$ cat src/rtl/halt_wake_pkg.sv
package halt_wake_pkg;

    localparam int SETTLE_W = 17;

    typedef enum logic [1:0] {
        ACT_NONE  = 2'd0,
        ACT_NEXT  = 2'd1,
        ACT_ISR   = 2'd2,
        ACT_RESET = 2'd3
    } resume_act_e;

    typedef enum logic [1:0] {
        ST_RESET,
        ST_SETTLE,
        ST_RUN,
        ST_HALT
    } hw_state_e;

    typedef struct packed {
        logic wake;
        logic service;
    } wake_vote_t;

    function automatic logic [SETTLE_W-1:0] xtal_settle(input logic [2:0] sel);
        logic [SETTLE_W-1:0] r;
        r = '0;
        case (sel)
            3'd0:    r[11] = 1'b1;
            3'd1:    r[13] = 1'b1;
            3'd2:    r[14] = 1'b1;
            3'd3:    r[15] = 1'b1;
            default: r[16] = 1'b1;
        endcase
        return r;
    endfunction

endpackage

$ cat src/rtl/halt_wake_decode.sv
module halt_wake_decode
    import halt_wake_pkg::*;
#(
    parameter int NUM_SRC = 4
) (
    input  logic [NUM_SRC-1:0] irq_flag,
    input  logic [NUM_SRC-1:0] irq_mask,
    input  logic [NUM_SRC-1:0] irq_lowpri,
    input  logic               gie,
    input  logic               isp,
    output wake_vote_t         vote
);
    logic [NUM_SRC-1:0] wake_v;
    logic [NUM_SRC-1:0] svc_v;

    for (genvar i = 0; i < NUM_SRC; i++) begin : g_src
        assign wake_v[i] = irq_flag[i] & ~irq_mask[i];
        // high priority needs only the global enable; low priority also needs isp
        assign svc_v[i]  = wake_v[i] & gie & (~irq_lowpri[i] | isp);
    end

    assign vote.wake    = |wake_v;
    assign vote.service = |svc_v;
endmodule

$ cat src/rtl/halt_settle_timer.sv
module halt_settle_timer #(
    parameter int W = 17
) (
    input  logic         clk,
    input  logic         rst,
    input  logic         load,
    input  logic [W-1:0] load_val,
    input  logic         tick,
    output logic         expire
);
    logic [W-1:0] cnt;

    always_ff @(posedge clk) begin
        if (rst) begin
            cnt <= '0;
        end else if (load) begin
            cnt <= load_val;
        end else if (tick && cnt != '0) begin
            cnt <= cnt - 1'b1;
        end
    end

    assign expire = tick && (cnt == W'(1));
endmodule

$ cat src/rtl/halt_wake_ctrl.sv
module halt_wake_ctrl
    import halt_wake_pkg::*;
#(
    parameter int NUM_SRC     = 4,
    parameter int RING_CYCLES = 17
) (
    input  logic               clk,
    input  logic               rst,
    input  logic               halt_req,
    input  logic [NUM_SRC-1:0] irq_flag,
    input  logic [NUM_SRC-1:0] irq_mask,
    input  logic [NUM_SRC-1:0] irq_lowpri,
    input  logic               gie,
    input  logic               isp,
    input  logic               xtal_sel,
    input  logic [2:0]         settle_sel,
    input  logic               osc_ready,
    output logic               halt_active,
    output logic               clk_run,
    output logic               rel_strobe,
    output logic [1:0]         rel_action
);
    localparam int SW = SETTLE_W;

    hw_state_e     state;
    resume_act_e   act_q;
    logic          strobe_q;
    wake_vote_t    vote;
    logic          tmr_load;
    logic          tmr_tick;
    logic          tmr_expire;
    logic [SW-1:0] settle_len;
    resume_act_e   wake_act;

    halt_wake_decode #(.NUM_SRC(NUM_SRC)) u_decode (
        .irq_flag   (irq_flag),
        .irq_mask   (irq_mask),
        .irq_lowpri (irq_lowpri),
        .gie        (gie),
        .isp        (isp),
        .vote       (vote)
    );

    assign settle_len = xtal_sel ? xtal_settle(settle_sel) : SW'(RING_CYCLES);
    assign tmr_load   = (state == ST_RESET);
    assign tmr_tick   = (state == ST_SETTLE) && osc_ready;

    halt_settle_timer #(.W(SW)) u_timer (
        .clk      (clk),
        .rst      (rst),
        .load     (tmr_load),
        .load_val (settle_len),
        .tick     (tmr_tick),
        .expire   (tmr_expire)
    );

    assign wake_act = vote.service ? ACT_ISR : ACT_NEXT;

    always_ff @(posedge clk) begin
        if (rst) begin
            state    <= ST_RESET;
            strobe_q <= 1'b0;
            act_q    <= ACT_NONE;
        end else begin
            strobe_q <= 1'b0;
            act_q    <= ACT_NONE;
            case (state)
                ST_RESET: state <= ST_SETTLE;
                ST_SETTLE: begin
                    if (tmr_expire) begin
                        state    <= ST_RUN;
                        strobe_q <= 1'b1;
                        act_q    <= ACT_RESET;
                    end
                end
                ST_RUN: begin
                    if (halt_req) begin
                        if (vote.wake) begin
                            strobe_q <= 1'b1;
                            act_q    <= wake_act;
                        end else begin
                            state <= ST_HALT;
                        end
                    end
                end
                ST_HALT: begin
                    if (vote.wake) begin
                        state    <= ST_RUN;
                        strobe_q <= 1'b1;
                        act_q    <= wake_act;
                    end
                end
                default: state <= ST_RESET;
            endcase
        end
    end

    assign halt_active = (state == ST_HALT);
    assign clk_run     = (state == ST_RUN);
    assign rel_strobe  = strobe_q;
    assign rel_action  = act_q;
endmodule

$ cat config.mk
export PLATFORM = sky130hd
export DESIGN_NAME = halt_wake_ctrl
export DESIGN_NICKNAME = d
export VERILOG_FILES = /design/src/rtl/halt_wake_pkg.sv /design/src/rtl/halt_wake_decode.sv /design/src/rtl/halt_settle_timer.sv /design/src/rtl/halt_wake_ctrl.sv
export SDC_FILE = /design/constraint.sdc
export NUM_CORES = 1
export LEC_CHECK = 0
export ABC_AREA = 0
export BUFFER_PORTS_ARGS = -buffer_cell sky130_fd_sc_hd__buf_4
export CAP_MARGIN = 20
export CORE_MARGIN = 5
export CORE_UTILIZATION = 45
export CTS_CLUSTER_SIZE = 16
export DETAILED_ROUTE_END_ITERATION = 8
export PLACE_DENSITY = 0.7
export SYNTH_ARGS = -nofsm -noshare
export SYNTH_HDL_FRONTEND = slang
export SYNTH_SLANG_ARGS = --single-unit
$ cat constraint.sdc
create_clock -name clk -period 1.9 [get_ports clk]
set_clock_uncertainty 0.2 [all_clocks]
set_input_delay 0.095 -clock clk [delete_from_list [all_inputs] [get_ports clk]]
set_output_delay 0.095 -clock clk [all_outputs]
set_load 0.05 [all_outputs]
; Word-level counts from Yosys, hierarchy flattened
; Index checks and enable logic that the tools add are counted.
; Widths: inputs -> output; s select.
[totals]
inputBits = 22
ram_bits = 0
mem_bits_ro = 0
ff_bits = 22
n_memories = 0
out_inout_bits = 5
word_cells = 73
latchBits = 0
[classes]
mux = 22
n_eq_ne = 11
magnitude_cmp = 0
addsub = 1
div_mod_pow = 0
reduce_logical = 11
n_shift = 0
bitwise = 24
n_mul = 0
[ops]
columns = op, n
row1 = $mux 17, 3
row2 = $eq 17x1->1 const B, 1
row3 = $reduce_bool 17->1, 1
row4 = $sub 17x1->17 const B, 1
row5 = $mux 2, 8
row6 = $and 1x1->1, 12
row7 = $reduce_or 4->1, 3
row8 = $mux 1, 8
row9 = $not 1->1, 8
row10 = $pmux 2 s4, 1
row11 = $eq 3x2->1 const B, 2
row12 = $ne 2x2->1 const B, 3
row13 = $pmux 2 s3, 1
row14 = $eq 2x2->1 const B, 2
row15 = $or 1x1->1, 4
row16 = $reduce_and 4->1, 1
row17 = $eq 3x1->1 const B, 1
row18 = $logic_and 1x1->1, 3
row19 = $logic_not 3->1, 1
row20 = $pmux 1 s3, 1
row21 = $eq 2x1->1 const B, 1
row22 = $logic_not 2->1, 1
row23 = $ne 2x1->1 const B, 1
row24 = $reduce_bool 2->1, 1

; Logic depth before layout (Yosys ltp)
; Gate-level depths: netlist (run 1).
[logic_depth]
depth_word = 9
depth_mapped = 8
mapped_depth_nobuf = 7

; Hierarchy
; A second synthesis (run 1) with hierarchy kept.
[unflattened]
cells_unflattened = 177
hier_area_um2 = 1487.7
[by_module_without_submodules]
columns = mod, area_each_um2, seq_area_each_um2, instances, cells_per_inst
row1 = halt_settle_timer, 1147.4, 340.3, 1, 137
row2 = halt_wake_ctrl, 266.5, 100.1, 1, 29
row3 = halt_wake_decode, 73.8, 0.0, 1, 11

; Least setup slack after synthesis (run 1)
; No wires, ideal clock.
[synth_path]
kind = register -> register
from = reg u_timer.cnt[4]
to = reg u_timer.cnt[1]
slack_ps = -74
t_required_ps = 1635
n_path_buf = 1
setup_time_ps = 65
synth_period_minus_slack_ps = 1974
t_arrival_ps = 1708
stages_incl_launch_ff = 7
cell_sequence = dfxtp_1 > buf_6 > nor4_4 > nand4_4 > o21ai_2 > mux2_1 > nor2_1
[synth_between]
elab_chain_len = 3
[synth_rtl]
columns = element, line_no
row1 = from (decl), halt_settle_timer.sv:11  ; logic [W-1:0] cnt;
row2 = from (signal assigned), halt_settle_timer.sv:17  ; cnt <= load_val;
row3 = from (signal assigned), halt_settle_timer.sv:19  ; cnt <= cnt - 1'b1;
row4 = $reduce_bool 17->1, halt_settle_timer.sv:18  ; end else if (tick && cnt != '0) begin
row5 = $logic_and 1x1->1, halt_settle_timer.sv:18
row6 = $reduce_bool 2->1 (no source line), n/a
; No other way between the ends.
; A chain may end at the register's enable or synchronous reset.

; Final worst setup path (run 1)
[layout_path]
from = reg u_timer.cnt[5]
to = reg u_timer.cnt[12]
[layout_between]
elab_chain_len = 3
elab_cells_between_ends = 6
classes_between = 1 x add/sub / 2 x mux / 3 x reduce/logical
[layout_rtl]
columns = element, line_no
row1 = $sub 17x1->17 / $reduce_bool 17->1 (equally long branches), "halt_settle_timer.sv:19, halt_settle_timer.sv:18"
row2 = $mux 17 / $logic_and 1x1->1 (equally long branches), halt_settle_timer.sv:18
row3 = $mux 17 / $reduce_bool 2->1 (equally long branches), n/a
; Parallel ways exist; a longest one is shown, timed or not. The select of a mux whose other input is x is not followed.

==> summary.txt, run 1 <==
Floorplan
  • I/O Pins: 27
  • DIE AREA: 4220 um^2
  • Die Ht: 65.0 um
  • Die W: 65.0 um
  • Core region area: 2980 um^2
  • FP Rows: 20
  • Initial Utilization: 0.456

Route
  • Drt pass-1 iters: 4
  • ANT nets after route: 0
  • Via/cell ratio: 5.67
  • Detailed-route via count: 1463
  • Initial drt markers: 125
  • Final WL: 4.08 mm
  • Drt wl/cell: 15.8 um
  • Drt drc: 0

Timing
  • Hold Fails Final Rpt: 0
  • Endpoints failing setup: 1
  • RSZ-0062 raised after global routing: true
  • Setup TNS: -0.0302 ns
  • Max-slew violation count: 0
  • Tmin final: 1.93 ns
  • Slew HR: 0.683
  • Worst-margin pin slew: 0.476 ns
  • Final period utilization: 1.02
  • Fmax: 518 MHz
  • Setup WS post-layout: -0.0302 ns

Worst setup path
  • Crit start category: flip-flop
  • Crit path max fanout: 8
  • Reg2Reg Depth: 5
  • Req. time, crit path: 1.95 ns
  • Worst r2r dst: u_timer.cnt[12]$_SDFFE_PP0P_
  • Flop-to-flop setup slack: -0.03 ns
  • WP data arrival: 1.98 ns
  • Reg2Reg Launch Point: u_timer.cnt[5]$_SDFFE_PP0P_
  • Crit end category: flip-flop
  • WS Path Type: reg -> reg

Place
  • Post-detail-place hpwl: 2.93 mm
  • Final Wtd Congestion: 0.879
  • I/O Buffers: 26
  • Post-place setup slack: -0.106 ns
  • DP Cell Count: 241

Synth
  • Avg Inst Size Synth: 8.60 um^2
  • Mux cell area share after synthesis: 0.00829
  • EDFF count, synth: 0
  • Main flop type after synthesis: dfxtp_1
  • Main combinational cell family by area after synthesis: simple AND/OR/NAND/NOR gates
  • Register area share after synthesis: 0.324
  • Fraction of registers with async set/reset: 0
  • Synthesized flop and latch total: 22
  • Simple-Gate Fraction of Synth Area: 0.326
  • XOR/XNOR Fraction of Synth Area: 0.0387
  • Synth Area in Compound Gates: 0.231
  • Synthesized area: 1360 um^2
  • Gate Count Post-Synth: 158
  • Adder-cell share of the synthesized area: 0.0276
  • Syn nets: 183
  • Unique masters post-synth: 50
  • Ys Warns: 0

Worst hold path
  • Worst hold start: irq_flag[0]
  • Hold Crit Class: in -> reg
  • Hold Crit Depth: 5
  • Hold EP: state[0]$_SDFFE_PP0P_

Run status
  • Failing checks: negative setup slack
  • Status: finished with violations

Layout
  • Area of the multi-input gates: 1010 um^2
  • Antenna cells: 0
  • Final core utilization: 0.708
  • Most frequent cells in the layout: 54 x buf_4, 18 x dfxtp_1, 15 x nor2_1
  • Fraction of layout cells with a size suffix above 1: 0.458
  • Area Overhead vs Synth: 55.1%
  • Non-filler instance count after layout: 258
  • Most common library cell in the layout ignoring fill and taps: buf_4
  • # fillers: 218
  • Register area: 445 um^2
  • Final nets: 252

Clock network
  • Clock tree buffer depth: 2
  • Worst-path clk slew: 0.12 ns
  • CTS Sinks: 22
  • CTS tree: yes
  • CTS H-Tree Depth: 1
  • Num CTS Buffers: 3
  • Insertion delay to the later sink of the worst-skew pair: 0.31 ns
  • Root buf cell: clkbuf_4

Power
  • Tot Pwr: 2.14 mW
  • Pwr Density: 1020 nW/um^2
  • Worst VDD drop: 0.535 mV
  • Pleak: 0.856 nW

Global route
  • Initial antenna violation count: 0
  • Tot GR Track Use: 0.190
  • Largest net degree at the start of global routing: 12
  • Vias in the first global route: 1485
  • GRT overflow: 0
  • First-pass GRT wire length: 6.32 mm

Flow run
  • Max-capacitance violation count: 0
cells in the mapped netlist, drive strengths merged, types with 4 or more instances:
| cell type | n | area [um^2] |
|---|---|---|
| o21a | 4 | 30.0 |
| nor4 | 5 | 46.3 |
| dfxtp | 22 | 440 |
| inv | 7 | 26.3 |
| xor2 | 5 | 43.8 |
| o211ai | 4 | 30.0 |
| o2111ai | 5 | 43.8 |
| nand2 | 9 | 33.8 |
| o21ai | 5 | 32.5 |
| nand3 | 5 | 25.0 |
| nand2b | 7 | 43.8 |
| nor2 | 16 | 60.1 |
| nor3 | 5 | 35.0 |
| a21oi | 11 | 58.8 |
| nand4 | 4 | 40.0 |
report_power, final:
| group | total, mW | internal (mW) | switching [mW] | leakage [nW] |
|---|---|---|---|---|
| logic | 1.33 | 0.673 | 0.658 | 0.661 |
| registers | 0.596 | 0.526 | 0.0697 | 0.181 |
| clock network | 0.211 | 0.0740 | 0.138 | 0.0138 |
final cells by class:
type / count / area share
inverter: 7 / 0.0125
timing repair buffer: 69 / 0.268
clock buffer: 3 / 0.0107
multi-input combinational: 124 / 0.478
sequential: 22 / 0.211
tap: 33 / 0.0196
how the worst max path moves through the flow:
stage	from	slack (ns)	cells past startpoint	to
2_1_floorplan	u_timer.cnt[5]$_SDFFE_PP0P_	0.003	5	u_timer.cnt[1]$_SDFFE_PP0P_
3_3_place_gp	u_timer.cnt[0]$_SDFFE_PP0P_	-0.02	8	u_timer.cnt[12]$_SDFFE_PP0P_
3_5_place_dp	u_timer.cnt[0]$_SDFFE_PP0P_	-0.11	7	u_timer.cnt[12]$_SDFFE_PP0P_
4_1_cts	u_timer.cnt[4]$_SDFFE_PP0P_	0.002	6	u_timer.cnt[15]$_SDFFE_PP0P_
5_1_grt	u_timer.cnt[0]$_SDFFE_PP0P_	-0.11	7	u_timer.cnt[12]$_SDFFE_PP0P_
6_report	u_timer.cnt[5]$_SDFFE_PP0P_	-0.03	5	u_timer.cnt[12]$_SDFFE_PP0P_
worst max-delay path, stage by stage (launching register included):
cell and delay, ns:
dfxtp_2 0.36, nor4_4 0.38, buf_6 0.18, nand3_2 0.10, or4_4 0.50, a21oi_2 0.14
flip-flops by register name, indices dropped and copies added (netlist names):
name         count
state            2
rel_action       2
rel_strobe       1
u_timer.cnt     17
timing repair:
item | in CTS | in global routing
gates cloned | 0 | 0
hold buffers | 8 | 0
gates resized for setup | 12 | 28
endpoints found under the hold margin | 10 | 0
pin swaps | 5 | 13
endpoints found under the setup margin | 8 | 15
buffers inserted | 2 | 5
layer usage:
layer | vias to the layer above | GRT usage | share of wire
li1 | 723 | - | -
met1 | 697 | 0.216 | 0.43
met2 | 37 | 0.359 | 0.52
met3 | 6 | 0.0277 | 0.034
met4 | 0 | 0.0554 | 0.014
met5 | - | 0 | 0
logic make-up (layout without fill, tap and decap cells):
logic type	Yosys count	count (layout)
flip-flops	22	22
multiplexers	1	1
buffers and inverters	12	79
AND/OR/NAND/NOR	71	71
adder cells (fa/ha/maj)	3	3
AO/OA/AOI/OAI	43	43
XOR/XNOR	6	6
through the flow:
step | area [um^2] | hold slack [ns]
after floorplan | 1360 | 0.0682
after CTS | 1950 | 0.0944
after global placement | 1780 | 0.150
after global routing | 2110 | 0.143
final | 2110 | 0.107
after detailed placement | 1780 | 0.156
Power figures use the tool's default switching activity.
==> run 2, diff against run 1 <==
--- a/config.mk
+++ b/config.mk
@@ -15,2 +15,4 @@
 export PLACE_DENSITY = 0.7
+export REMOVE_ABC_BUFFERS = 1
+export SLEW_MARGIN = 30
 export SYNTH_ARGS = -nofsm -noshare
==> constraint.sdc (replaced) <==
create_clock -name clk -period 1.9 [get_ports clk]
set_clock_uncertainty 0.2 [all_clocks]
set_input_delay 0.285 -clock clk [delete_from_list [all_inputs] [get_ports clk]]
set_output_delay 0.285 -clock clk [all_outputs]
set_load 0.05 [all_outputs]
==> run 2 against run 1 <==
The flow still finishes with violations (negative setup slack); final cell count is 1.9% lower; clock-buffer cell count up 1; maximum frequency decreased by 2.5%; utilization is 2.8 points lower; via count grew 0.41%; global-route usage up 0.20 points; combinational power shrank 5%; non-clock buffer count fell by 6; critical path type unchanged.
==> summary.txt, run 2 (synthesis results as in run 1) <==
Route
  • Initial drt markers: 42 (was 125)
  • Via/cell ratio: 5.81 (was 5.67)
  • Drt wl/cell: 16.1 um (was 15.8 um)
  • ANT nets after route: 0 (unchanged)
  • Drt drc: 0 (unchanged)
  • Drt pass-1 iters: 4 (unchanged)
  • Final WL: 4.07 mm (was 4.08 mm)
  • Detailed-route via count: 1469 (was 1463)

Global route
  • Met1 Usage GRT: 0.213 (was 0.216)
  • Busiest layer in global routing: met2 (unchanged)
  • Tot GR Track Use: 0.192 (was 0.190)
  • Grt met3 use: 0.0225 (was 0.0277)
  • First-pass GRT wire length: 6.41 mm (was 6.32 mm)
  • Initial antenna violation count: 0 (unchanged)
  • Met2 Track Usage GR: 0.359 (unchanged)
  • Vias in the first global route: 1494 (was 1485)
  • GRT overflow: 0 (unchanged)
  • Largest net degree at the start of global routing: 13 (was 12)

Timing
  • Worst-margin pin slew: 0.483 ns (was 0.476 ns)
  • Fmax: 505 MHz (was 518 MHz)
  • Max-slew violation count: 0 (unchanged)
  • Hold WS: 0.0600 ns (was 0.107 ns)
  • Endpoints failing setup: 4 (was 1)
  • Hold Fails Final Rpt: 0 (unchanged)
  • Setup WS post-layout: -0.0795 ns (was -0.0302 ns)
  • RSZ-0062 raised after global routing: true (unchanged)
  • Tmin final: 1.98 ns (was 1.93 ns)
  • Final period utilization: 1.04 (was 1.02)
  • Slew HR: 0.678 (was 0.683)

Power
  • Internal power: 1.28 mW (was 1.27 mW)
  • Switching fraction of total power: 0.396 (was 0.405)
  • Register share of total power: 0.279 (about the same)
  • Pleak: 0.830 nW (was 0.856 nW)
  • Worst VDD drop: 0.529 mV (was 0.535 mV)
  • Comb pwr share: 0.597 (was 0.622)
  • Part of the power in the clock network: 0.124 (was 0.099)
  • Net Switching: 0.841 mW (was 0.866 mW)
  • Pwr Density: 1050 nW/um^2 (was 1020 nW/um^2)

Place
  • Post-detail-place hpwl: 2.92 mm (was 2.93 mm)
  • Post-place setup slack: -0.0950 ns (was -0.106 ns)
  • Final Wtd Congestion: 0.938 (was 0.879)
  • I/O Buffers: 26 (unchanged)

Worst setup path
  • Crit path max fanout: 5 (was 8)
  • Worst r2r dst: u_timer.cnt[12]$_SDFFE_PP0P_ (unchanged)
  • Req. time, crit path: 1.90 ns (was 1.95 ns)
  • Reg2Reg Depth: 9 (was 5)
  • Flop-to-flop setup slack: -0.08 ns (was -0.03 ns)
  • Crit start category: flip-flop (unchanged)
  • WS Path Type: reg -> reg (unchanged)
  • Crit end category: flip-flop (unchanged)
  • WP data arrival: 1.98 ns (about the same)
  • Reg2Reg Launch Point: u_timer.cnt[1]$_SDFFE_PP0P_ (was u_timer.cnt[5]$_SDFFE_PP0P_)

Layout
  • Antenna cells: 0 (unchanged)
  • Fraction of layout cells with a size suffix above 1: 0.464 (was 0.458)
  • Top reg by flops: u_timer.cnt (unchanged)
  • Most frequent cells in the layout: 56 x buf_4, 19 x dfxtp_1, 16 x nor2_1 (was 54 x buf_4, 18 x dfxtp_1, 15 x nor2_1)
  • # fillers: 243 (was 218)
  • Most common library cell in the layout ignoring fill and taps: buf_4 (unchanged)
  • Final nets: 246 (was 252)
  • Max FFs per register: 17 (unchanged)
  • Final core utilization: 0.679 (was 0.708)
  • Area Overhead vs Synth: 48.9% (was 55.1%)

Floorplan
  • Initial Utilization: 0.456 (unchanged)
  • FP Rows: 20 (unchanged)
  • Die W: 65.0 um (unchanged)
  • DIE AREA: 4220 um^2 (unchanged)
  • Core region area: 2980 um^2 (unchanged)
  • Die Ht: 65.0 um (unchanged)
  • I/O Pins: 27 (unchanged)

Flow run
  • Max-capacitance violation count: 0 (unchanged)

Clock network
  • Clock tree buffer depth: 2 (unchanged)
  • Worst-path clk slew: 0.12 ns (about the same)
  • Num CTS Buffers: 3 (unchanged)
  • CTS Sinks: 22 (unchanged)
  • CTS H-Tree Depth: 1 (unchanged)
  • CTS tree: yes (unchanged)
  • Insertion delay to the later sink of the worst-skew pair: 0.31 ns (about the same)
  • Root buf cell: clkbuf_4 (unchanged)

Run status
  • Failing checks: negative setup slack (unchanged)
  • Status: finished with violations (unchanged)

Worst hold path
  • Hold Crit Depth: 3 (was 5)
  • Hold Crit Class: in -> reg (unchanged)
  • Worst hold start: gie (was irq_flag[0])
  • Hold EP: rel_action[1]$_SDFF_PP0_ (was state[0]$_SDFFE_PP0P_)
[run 2: changes by cell type in the layout (fill, tap and decap cells not counted), sizes merged]
cell	before	now
dlygate4sd3	8	1
buf	61	62
clkbuf	3	4
[run 2: per-layer routing]
layer	vias up	wire, um
li1	717	-
met5	-	0
met4	0	135
met2	34	2100
met1	705	1670
met3	13	163
[run 2: per-stage QoR]
step	cell area (um^2)	TNS, ns	power [mW]	instances
finish	2020	-0.110	2.12	253
floorplan	1330	-0.387	1.16	153
CTS	1870	-0.00224	1.90	247
global placement	1780	-0.0199	1.55	241
global route	2020	-0.714	2.26	253
detailed placement	1780	-0.342	1.58	241
[run 2: final cells by class]
class                      count  area, um^2  area share
tap                           33        41.3      0.0204
sequential                    22         444       0.220
inverter                       7        28.8      0.0142
timing repair buffer          63         498       0.246
clock buffer                   4        36.3      0.0179
multi-input combinational    124         975       0.482
[run 2: power groups by stage]
stage | clock, mW | sequential [mW] | combinational, mW
5_1_grt | 0.297 | 0.602 | 1.37
3_3_place_gp | 0 | 0.590 | 0.962
4_1_cts | 0.274 | 0.588 | 1.04
6_report | 0.263 | 0.594 | 1.27
2_1_floorplan | 0 | 0.599 | 0.558
3_5_place_dp | 0 | 0.594 | 0.985
[run 2: worst max-delay path by stage]
stage,to,cells past startpoint,from
CTS,u_timer.cnt[14]$_SDFFE_PP0P_,8,u_timer.cnt[0]$_SDFFE_PP0P_
global placement,u_timer.cnt[12]$_SDFFE_PP0P_,8,u_timer.cnt[0]$_SDFFE_PP0P_
floorplan,u_timer.cnt[5]$_SDFFE_PP0P_,5,u_timer.cnt[4]$_SDFFE_PP0P_
finish,u_timer.cnt[12]$_SDFFE_PP0P_,9,u_timer.cnt[1]$_SDFFE_PP0P_
global route,u_timer.cnt[12]$_SDFFE_PP0P_,9,u_timer.cnt[1]$_SDFFE_PP0P_
detailed placement,u_timer.cnt[12]$_SDFFE_PP0P_,8,u_timer.cnt[1]$_SDFFE_PP0P_
[run 2: critical path, cell delays in order (launching register included)]
cell and delay, ns:
dfxtp_2 0.37, inv_4 0.05, ha_2 0.17, nor2b_4 0.13, nand4_4 0.16, o21ai_4 0.09
buf_6 0.14, buf_4 0.13, o31ai_1 0.33, a21oi_2 0.09
[run 2: what timing repair did]
item,in CTS,in global routing
endpoints found under the hold margin,1,0
hold buffers,1,0
setup buffers,1,6
pin swaps,5,13
gates resized for setup,9,26
endpoints found under the setup margin,12,14
